`src/rtl/irq_pkg.sv`:
```
package irq_pkg;
  typedef enum logic [1:0] {
    SEL_MASK = 2'd0,
    SEL_PRIO = 2'd1,
    SEL_STAT = 2'd2,
    SEL_NONE = 2'd3
  } reg_sel_e;
endpackage

```
`src/rtl/irq_status_bank.sv`:
```
module irq_status_bank #(
  parameter int NUM_LINES  = 32,
  parameter int UNMASKED   = 2
) (
  input  logic                 clk,
  input  logic                 rst_n,
  input  logic [NUM_LINES-1:0] req_i,
  input  logic [1:0]           sel_i,
  input  logic                 we_i,
  input  logic [NUM_LINES-1:0] wdata_i,
  output logic [NUM_LINES-1:0] rdata_o,
  output logic [NUM_LINES-1:0] status_o,
  output logic [NUM_LINES-1:0] mask_o
);
  import irq_pkg::*;

  logic [NUM_LINES-1:0] mask_q, prio_q, status_q;
  logic [NUM_LINES-1:0] admit;
  logic [NUM_LINES-1:0] status_base;

  // per-line admission: low lines bypass the mask
  for (genvar g = 0; g < NUM_LINES; g++) begin : g_admit
    if (g < UNMASKED) begin : g_free
      assign admit[g] = req_i[g];
    end else begin : g_gated
      assign admit[g] = req_i[g] & mask_q[g];
    end
  end

  assign status_base = (we_i && sel_i == SEL_STAT) ? wdata_i : status_q;

  always_ff @(posedge clk) begin
    if (!rst_n) begin
      mask_q   <= '0;
      prio_q   <= '0;
      status_q <= '0;
    end else begin
      if (we_i && sel_i == SEL_MASK) mask_q <= wdata_i;
      if (we_i && sel_i == SEL_PRIO) prio_q <= wdata_i;
      status_q <= status_base | admit;
    end
  end

  always_comb begin
    unique case (reg_sel_e'(sel_i))
      SEL_MASK: rdata_o = mask_q;
      SEL_PRIO: rdata_o = prio_q;
      SEL_STAT: rdata_o = status_q;
      default:  rdata_o = '0;
    endcase
  end

  assign status_o = status_q;
  assign mask_o   = mask_q;
endmodule

```
`src/rtl/irq_power_gate.sv`:
```
module irq_power_gate (
  input  logic clk,
  input  logic rst_n,
  input  logic wake_i,
  input  logic doze_set_i,
  input  logic sleep_set_i,
  output logic doze_o,
  output logic sleep_o
);
  always_ff @(posedge clk) begin
    if (!rst_n) begin
      doze_o  <= 1'b0;
      sleep_o <= 1'b0;
    end else if (wake_i) begin
      doze_o  <= 1'b0;
      sleep_o <= 1'b0;
    end else begin
      if (doze_set_i)  doze_o  <= 1'b1;
      if (sleep_set_i) sleep_o <= 1'b1;
    end
  end
endmodule

```
`src/rtl/irq_deliver.sv`:
```
module irq_deliver (
  input  logic clk,
  input  logic rst_n,
  input  logic pend_i,
  input  logic ie_i,
  output logic exc_o
);
  logic armed_q;

  assign exc_o = armed_q & pend_i & ie_i;

  always_ff @(posedge clk) begin
    if (!rst_n)               armed_q <= 1'b1;
    else if (!pend_i || !ie_i) armed_q <= 1'b1;
    else if (exc_o)            armed_q <= 1'b0;
  end
endmodule

```
`src/rtl/irq_ctrl.sv`:
```
module irq_ctrl #(
  parameter int NUM_LINES = 32,
  parameter int UNMASKED  = 2,
  localparam int SEL_W    = 2
) (
  input  logic                 clk,
  input  logic                 rst_n,
  input  logic [NUM_LINES-1:0] req_i,
  input  logic                 ie_i,
  input  logic [SEL_W-1:0]     reg_sel_i,
  input  logic                 reg_we_i,
  input  logic [NUM_LINES-1:0] reg_wdata_i,
  output logic [NUM_LINES-1:0] reg_rdata_o,
  input  logic                 doze_set_i,
  input  logic                 sleep_set_i,
  output logic                 doze_en_o,
  output logic                 sleep_en_o,
  output logic                 exc_o
);
  logic [NUM_LINES-1:0] status_q;
  logic [NUM_LINES-1:0] mask_q;

  irq_status_bank #(.NUM_LINES(NUM_LINES), .UNMASKED(UNMASKED)) u_bank (
    .clk      (clk),
    .rst_n    (rst_n),
    .req_i    (req_i),
    .sel_i    (reg_sel_i),
    .we_i     (reg_we_i),
    .wdata_i  (reg_wdata_i),
    .rdata_o  (reg_rdata_o),
    .status_o (status_q),
    .mask_o   (mask_q)
  );

  irq_power_gate u_pwr (
    .clk         (clk),
    .rst_n       (rst_n),
    .wake_i      (|req_i),
    .doze_set_i  (doze_set_i),
    .sleep_set_i (sleep_set_i),
    .doze_o      (doze_en_o),
    .sleep_o     (sleep_en_o)
  );

  irq_deliver u_dlv (
    .clk    (clk),
    .rst_n  (rst_n),
    .pend_i (|status_q),
    .ie_i   (ie_i),
    .exc_o  (exc_o)
  );
endmodule

```
`config.mk`:
```
export PLATFORM = sky130hd
export DESIGN_NAME = irq_ctrl
export DESIGN_NICKNAME = d
export VERILOG_FILES = /design/src/rtl/irq_pkg.sv /design/src/rtl/irq_status_bank.sv /design/src/rtl/irq_power_gate.sv /design/src/rtl/irq_deliver.sv /design/src/rtl/irq_ctrl.sv
export SDC_FILE = /design/constraint.sdc
export NUM_CORES = 1
export LEC_CHECK = 0
export BUFFER_PORTS_ARGS = -buffer_cell sky130_fd_sc_hd__buf_2
export CORE_MARGIN = 3
export CORE_UTILIZATION = 55
export CTS_BUF_LIST = sky130_fd_sc_hd__clkbuf_16
export DETAILED_ROUTE_END_ITERATION = 16
export PLACE_DENSITY_LB_ADDON = 0.3
export SLEW_MARGIN = 10
export SYNTH_ARGS = -nofsm -noshare
export SYNTH_HDL_FRONTEND = slang
export SYNTH_SLANG_ARGS = --single-unit
```
`constraint.sdc`:
```
create_clock -name clk -period 3.2 [get_ports clk]
set_input_delay 0.8 -clock clk [delete_from_list [all_inputs] [get_ports clk]]
set_output_delay 0.8 -clock clk [all_outputs]
set_load 0.01 [all_outputs]
```
# Yosys cells after proc, flatten, opt, wreduce, memory -nomap -nowiden
# Cells that the tools add are included.
[word_totals]
register_bits = 99
inputBits = 72
out_inout_bits = 35
[op_classes]
n_eq_ne = 2
mux = 2
bitwise_logic = 34
reduce_logical = 10
[ops]
columns = ["operator", "n"]
rows = [
  ["$pmux W32 S3", 1],
  ["$reduce_or A33 Y1", 1],
  ["$and A1 B1 Y1", 32],
  ["$mux W32", 1],
  ["$or A32 B32 Y32", 1],
  ["$reduce_or A32 Y1", 1],
  ["$logic_and A1 B1 Y1", 3],
  ["$eq A2 B1 Y1 const B", 1],
  ["$eq A2 B2 Y1 const B", 1],
  ["$logic_not A1 Y1", 2],
  ["$logic_not A2 Y1", 1],
  ["$reduce_or A2 Y1", 1],
  ["$logic_or A1 B1 Y1", 1],
  ["$not A1 Y1", 1],
]

# Logic depth before layout (Yosys ltp)
# Gate-level depths: netlist of run 1.
[depth]
ltp_word = 4
mapped_depth = 6
mapped_depth_nobuf = 3

# Cells and area by module
# A second synthesis of run 1 with hierarchy kept.
[hier_totals]
cells_unflattened = 562
area_unflattened_um2 = 4647.0
[by_module_without_submodules]
columns = ["mod", "n_inst", "cells_per_inst", "area_each_um2", "seq_area_each_um2"]
rows = [
  ["irq_status_bank", 1, 530, 4396.7, 1921.8],
  ["irq_ctrl", 1, 22, 150.1, 0.0],
  ["irq_power_gate", 1, 7, 68.8, 40.0],
  ["irq_deliver", 1, 3, 31.3, 20.0],
]

# Worst setup path before layout of run 1
# No wires, ideal clock.
[synth_timing]
path_kind = "in2out"
from = "input port reg_sel_i[1]"
to = "output port reg_rdata_o[0]"
arrival_ns = 1.593
required_ns = 2.400
path_slack_ns = 0.807
cell_stages = 6
path_cell_list = "buf_4 -> nor2b_1 -> clkbuf_1 -> buf_2 -> nand2_1 -> o21ai_0"
[synth_between]
elab_chain_cells = 2
elab_cells_between_ends = 4
cone_classes = "eq/ne: 2; mux: 1; reduce/logical: 1"
[synth_rtl]
columns = ["item", "line_no", "source"]
rows = [
  ["start: declaration", "irq_ctrl.sv:10", "input logic [SEL_W-1:0] reg_sel_i,"],
  ["$eq A2 B2 Y1 (tied with other cells)", "irq_status_bank.sv:45", "unique case (reg_sel_e'(sel_i))"],
  ["$pmux W32 S3 (*)", "irq_status_bank.sv:45", ""],
  ["end: declaration", "irq_ctrl.sv:13", "output logic [NUM_LINES-1:0] reg_rdata_o,"],
]
# Mark *: on every way between the ends. The rest lies on a longest branch, timed or not.

# Worst setup path in the final report of run 1
[layout_timing]
from = "input port reg_sel_i[1]"
to = "output port reg_rdata_o[27]"
# Same word-level chain as after synthesis.

==> results of run 1 <==
metrics by stage:
step           std cells  hold WS, ns  instance area, sq um  setup WS (ns)
2_1_floorplan        554        0.434                  4700          0.807
3_3_place_gp         736        0.440                  5240          0.447
3_5_place_dp         736        0.449                  5240          0.423
4_1_cts              751        0.456                  5540          0.408
5_1_grt              751        0.475                  5540          0.315
6_report             751        0.454                  5540          0.375
sequential cells by signal, summed over array words and instances (netlist names):
register / count
u_dlv.armed_q: 1
u_bank.mask_o: 32
u_bank.prio_q: 32
u_pwr.doze_o: 1
u_bank.status_o: 32
u_pwr.sleep_o: 1
critical path, cell delays in order:
cell and delay (ns):
buf_2 0.32, nor2b_2 0.26, buf_12 0.22, nand2_1 0.09, o21ai_0 0.13, buf_2 0.19
report_power, final:
group / internal [mW] / switching [mW] / leakage (nW) / total (mW)
registers: 1.28 / 0.0359 / 0.806 / 1.32
clock network: 0.675 / 0.450 / 0.146 / 1.12
logic: 0.139 / 0.183 / 1.44 / 0.322
worst max path at each step:
stage / startpoint / to / slack [ns] / cells past startpoint
after global routing: reg_sel_i[0] / reg_rdata_o[12] / 0.32 / 5
after global placement: reg_sel_i[0] / reg_rdata_o[8] / 0.45 / 5
after detailed placement: reg_sel_i[1] / reg_rdata_o[27] / 0.42 / 6
final: reg_sel_i[1] / reg_rdata_o[27] / 0.37 / 6
after CTS: reg_sel_i[1] / reg_rdata_o[27] / 0.41 / 6
after floorplan: reg_sel_i[1] / reg_rdata_o[0] / 0.81 / 6
layer usage:
metal | vias to the layer above | global-route usage | wire length (um)
met5 | - | 0 | 0
met4 | 0 | 0.0956 | 261
met3 | 18 | 0.0521 | 902
met2 | 177 | 0.450 | 6340
met1 | 2076 | 0.364 | 5570
li1 | 2068 | - | -
final cells by class:
cell class,instances,area [sq um],area share
Clock buffer,9,225,0.0406
Clock inverter,6,82.6,0.0149
Multi-Input combinational cell,416,2480,0.447
Sequential cell,99,1980,0.357
Tap cell,105,131,0.0237
Timing Repair Buffer,116,643,0.116
kinds of logic after synthesis:
family                 synth area share
and+or+nand+nor                   0.198
AOI/OAI and AO/OA                 0.191
buffers and inverters            0.0517
DFF                               0.422
muxes                             0.137
cell usage in the layout (no fill, tap or decap), types with 7 or more instances in the layout:
| master | count |
|---|---|
| nand2_1 | 191 |
| mux2i_1 | 62 |
| o21ai_0 | 32 |
| buf_2 | 106 |
| dfxtp_1 | 99 |
| clkbuf_16 | 9 |
| buf_4 | 7 |
| a21boi_0 | 47 |
| a21boi_1 | 47 |
| nor4_1 | 16 |
==> flow_summary.json, run 1 <==
{
  "n_antenna_cell": 0,
  "ys_ff_latch": 99,
  "hold_buffers": 0,
  "synth_area_leaders": "dfxtp_1 42%, nand2_1 15%, mux2i_1 13%",
  "worstHoldPathType": "register to register",
  "synth.cell_area_sq_um": 4700,
  "hp-start": "u_bank.prio_q[26]",
  "rr_startpoint": "u_bank.status_o[28]",
  "numCtsBuffers": 9,
  "route.detailed.drc": 0,
  "synth.most_common_cell": "nand2_1",
  "worstMarginPinSlew_ns": 0.789,
  "fp.dieW_um": 98.4,
  "clock_tree.root_cell": "clkbuf_16",
  "avgViaCountPerCell": 5.78,
  "ant_nets": 0,
  "status": "finished, final reports clean",
  "htree_levels": 3,
  "initial_utilization": 0.569,
  "hold_violations": 0,
  "port-buffer-count": 106,
  "io_pins": 107,
  "peakVddDrop_mv": 0.312,
  "grt-ovfl-total": 0,
  "insertion_delay_ns": 0.34,
  "syn_area_per_cell_sq_um": 8.48,
  "place_hpwl_um": 8860,
  "postCtsSetupRepairBufs": 0,
  "finalSetupViolCount": 0,
  "die_h_um": 98.4,
  "synth_cells": 554,
  "grt_use_total": 0.275,
  "crit_fanout": 32,
  "cts-resized-gates": 0,
  "synth_top_flop_cell": "dfxtp_1",
  "finalCritPeriodShare": 0.883,
  "first_global_vias": 4293,
  "seq_area_frac_synth": 0.422,
  "power.leakage_nw": 2.39,
  "gp_congestion": 0.869,
  "powerDensity_nw_per_um2": 498,
  "rsz0062_at_grt": "no",
  "antenna_found_initial": 0,
  "final_core_util": 0.671,
  "yosysTopAreaCellShare": 0.422,
  "required_ns": 2.40,
  "area_growth_pct": 18.1,
  "fin_crit_ns": 2.83,
  "drt_pass1_iterations": 4,
  "whs_path_depth": 2,
  "cap_violations": 0,
  "clock_path_buffers": 2,
  "die-area_sq_um": 9680,
  "path_clk_slew_ns": 0.06,
  "yosysTopAreaCell": "dfxtp_1",
  "tns_ns": 0,
  "synth-edff-count": 0,
  "async_flop_share": 0,
  "maxSlewHeadroom": 0.474,
  "synthesis.nets": 626,
  "clock-sinks": 99,
  "nFillCells": 724,
  "num_vias": 4339,
  "crit_arrival_ns": 2.03,
  "core_area_sq_um": 8260,
  "wirelength_um": 13100,
  "nets": 714,
  "drive_above_1_share": 0.207,
  "min_to": "u_bank.prio_q[26]",
  "yosysWarnings": 0,
  "grt_max_degree": 98,
  "r2r_end": "u_dlv.armed_q",
  "fmax_mhz": 354,
  "skew_ns": 0.00600,
  "worstSetupPathType": "input pin to primary output",
  "synth.distinct_cells": 26,
  "drt_iter0_drc": 173,
  "cts_tree": "yes",
  "yosys-top-cells-count": "191 x nand2_1, 99 x dfxtp_1, 62 x mux2i_1, 47 x a21boi_0, 47 x a21boi_1",
  "rr_worst_depth": 3,
  "grt_pass1_wl_um": 21300,
  "cp-end-kind": "primary output",
  "drv_slew": 0,
  "wire_per_inst_um": 17.4,
  "row_count": 33,
  "total_power_mw": 2.76,
  "cp-start-kind": "input pin",
  "r2r_setup_slack_ns": 1.89
}
Note: power is estimated with default switching activity, not from simulation.
==> run 2, diff against run 1 <==
--- a/config.mk
+++ b/config.mk
@@ -5,6 +5,7 @@
 export SDC_FILE = /design/constraint.sdc
 export NUM_CORES = 1
 export LEC_CHECK = 0
+export ABC_AREA = 1
 export BUFFER_PORTS_ARGS = -buffer_cell sky130_fd_sc_hd__buf_2
 export CORE_MARGIN = 3
 export CORE_UTILIZATION = 55
==> constraint.sdc (replaced) <==
create_clock -name clk -period 3.2 [get_ports clk]
set_input_delay 0.32 -clock clk [delete_from_list [all_inputs] [get_ports clk]]
set_output_delay 0.32 -clock clk [all_outputs]
set_load 0.01 [all_outputs]
==> flow_summary.json, run 2 <==
{
  "status": "finished, final reports clean",
  "rr_startpoint": "u_bank.status_o[12]",
  "grt-ovfl-total": 0,
  "worstMarginPinSlew_ns": 0.767,
  "fmax_mhz": 503,
  "crit_family": "buffers and inverters",
  "r2r_end": "u_dlv.armed_q",
  "ant_nets": 0,
  "grt_use_total": 0.253,
  "cts_tree": "yes",
  "worstHoldPathType": "input pin to register",
  "cts-resized-gates": 0,
  "yosys-top-cells-count": "210 x nand2_1, 106 x nor2_1, 99 x dfxtp_1, 66 x inv_1, 48 x o21ai_0",
  "syn_area_per_cell_sq_um": 6.56,
  "synth_area_leaders": "dfxtp_1 44%, nand2_1 17%, nor2_1 8.7%",
  "required_ns": 2.88,
  "avgViaCountPerCell": 5.24,
  "finalCritPeriodShare": 0.621,
  "postCtsSetupRepairBufs": 0,
  "synth.cell_area_sq_um": 4550,
  "path_clk_slew_ns": 0.07,
  "crit_slowest_cell": "buf_4",
  "cap_violations": 0,
  "gp_congestion": 0.858,
  "yosysTopAreaCell": "dfxtp_1",
  "htree_levels": 3,
  "drv_slew": 0,
  "yosysWarnings": 0,
  "powerDensity_nw_per_um2": 512,
  "critical_path_buf_inv_count": 4,
  "skew_ns": 0.00597,
  "synth_top_flop_cell": "dfxtp_1",
  "r2r_setup_slack_ns": 2.12,
  "num_vias": 4633,
  "synth-edff-count": 0,
  "layout_commonest_cell": "nand2_1",
  "crit_fanout": 21,
  "clock_tree.root_cell": "clkbuf_16",
  "crit_top_cell": "buf_2",
  "numCtsBuffers": 9,
  "synth.most_common_cell": "nand2_1",
  "drt_iter0_drc": 407,
  "core_area_sq_um": 7890,
  "row_count": 32,
  "holdWs_ns": 0.249,
  "ys_ff_latch": 99,
  "antenna_found_initial": 0,
  "crit_path_max_incr_delay_ns": 0.35,
  "peakVddDrop_mv": 0.280,
  "seq_area_frac_synth": 0.436,
  "io_pins": 107,
  "crit_arrival_ns": 1.67,
  "die-area_sq_um": 9400,
  "tns_ns": 0,
  "wire_per_inst_um": 13.7,
  "fp.dieW_um": 97.0,
  "total_power_mw": 2.75,
  "worstSetupPathType": "input pin to primary output",
  "initial_utilization": 0.577,
  "area_growth_pct": 18.0,
  "maxSlewHeadroom": 0.488,
  "synth.distinct_cells": 21,
  "min_to": "u_bank.mask_o[8]",
  "synthesis.nets": 765,
  "grt_max_degree": 44,
  "hold_violations": 0,
  "path_cells": "buf_2, inv_2, nand2_1, buf_4, o211ai_1, buf_2",
  "place_hpwl_um": 8180,
  "fin_ws_ns": 1.21,
  "n_antenna_cell": 0,
  "drive_above_1_share": 0.171,
  "fin_crit_ns": 1.99,
  "first_global_vias": 4383,
  "power.leakage_nw": 2.52,
  "final_cell_mix": "210 x nand2_1, 106 x nor2_1, 106 x buf_2",
  "whs_path_depth": 3,
  "route.detailed.drc": 0,
  "wirelength_um": 12100,
  "yosysTopAreaCellShare": 0.436,
  "hp-start": "reg_wdata_i[8]",
  "cp-end-kind": "primary output",
  "dp_slack_ns": 1.19,
  "clock_path_buffers": 2,
  "clock-sinks": 99,
  "insertion_delay_ns": 0.33,
  "async_flop_share": 0,
  "rsz0062_at_grt": "no",
  "rr_worst_depth": 7,
  "drt_pass1_iterations": 5,
  "synth_cells": 693,
  "port-buffer-count": 106,
  "hold_buffers": 0,
  "grt_pass1_wl_um": 19900,
  "finalSetupViolCount": 0,
  "cp-start-kind": "input pin",
  "die_h_um": 97.0,
  "nets": 850
}
run 2: changes by cell type in the layout (fill, tap and decap cells not counted), sizes merged, moves of 21 or more:
cell    previous run  this run
mux2i             62         0
a21boi            94         0
nand2            191       212
a21oi              0        34
o211ai             1        32
nor2               3       108
o21ai             32        64
nand3              1        32
inv                1        69
run 2: cell type report:
type	count	area (sq um)
clock buffer	9	225
inverter	69	259
tap	102	128
timing repair buffer	112	576
clock inverter	6	57.6
multi-input combinational	487	2140
fill	699	2520
sequential	99	1980
run 2: metal layers:
metal | part of all wire | track usage | routed length [um] | vias up
met5 | 0 | 0 | 0 | -
met4 | 0.015 | 0.0864 | 187 | 0
met3 | 0.060 | 0.0433 | 727 | 19
met2 | 0.49 | 0.445 | 5950 | 176
met1 | 0.43 | 0.311 | 5270 | 2080
li1 | - | - | - | 2358
run 2: metrics by stage:
step                      std cells   util  cell area, sq um
after floorplan                 693      -              4550
after global placement          869  0.645              5080
after detailed placement        869  0.645              5080
after CTS                       884  0.681              5370
after global routing            884  0.681              5370
final                           884  0.681              5370
run 2: how the worst max path moves through the flow:
stage            startpoint                  end  slack (ns)  cells after the start
6_report       reg_sel_i[1]      reg_rdata_o[31]        1.21                      6
5_1_grt        reg_sel_i[1]      reg_rdata_o[31]        1.16                      6
4_1_cts        reg_sel_i[1]      reg_rdata_o[31]        1.23                      6
3_5_place_dp   reg_sel_i[0]  u_bank.status_o[29]        1.19                      8
3_3_place_gp   reg_sel_i[1]      reg_rdata_o[31]        1.23                      6
2_1_floorplan  reg_sel_i[1]       reg_rdata_o[0]        1.88                      4
run 2: report_power, final:
group	internal (mW)	switching (mW)	total [mW]
registers	1.30	0.0393	1.34
clock network	0.595	0.452	1.05
logic	0.137	0.224	0.362
run 2: cells by family (layout without fill, tap and decap cells):
group	Yosys count	after routing	share of synthesized area
and+or+nand+nor	357	357	0.310
buffers and inverters	107	196	0.0938
AOI/OAI and AO/OA	130	130	0.161
DFF	99	99	0.436
run 2: tightest hold or removal path, cell delays in order:
cell and delay, ns:
buf_2 0.10, o21ai_1 0.06, nor2_1 0.07
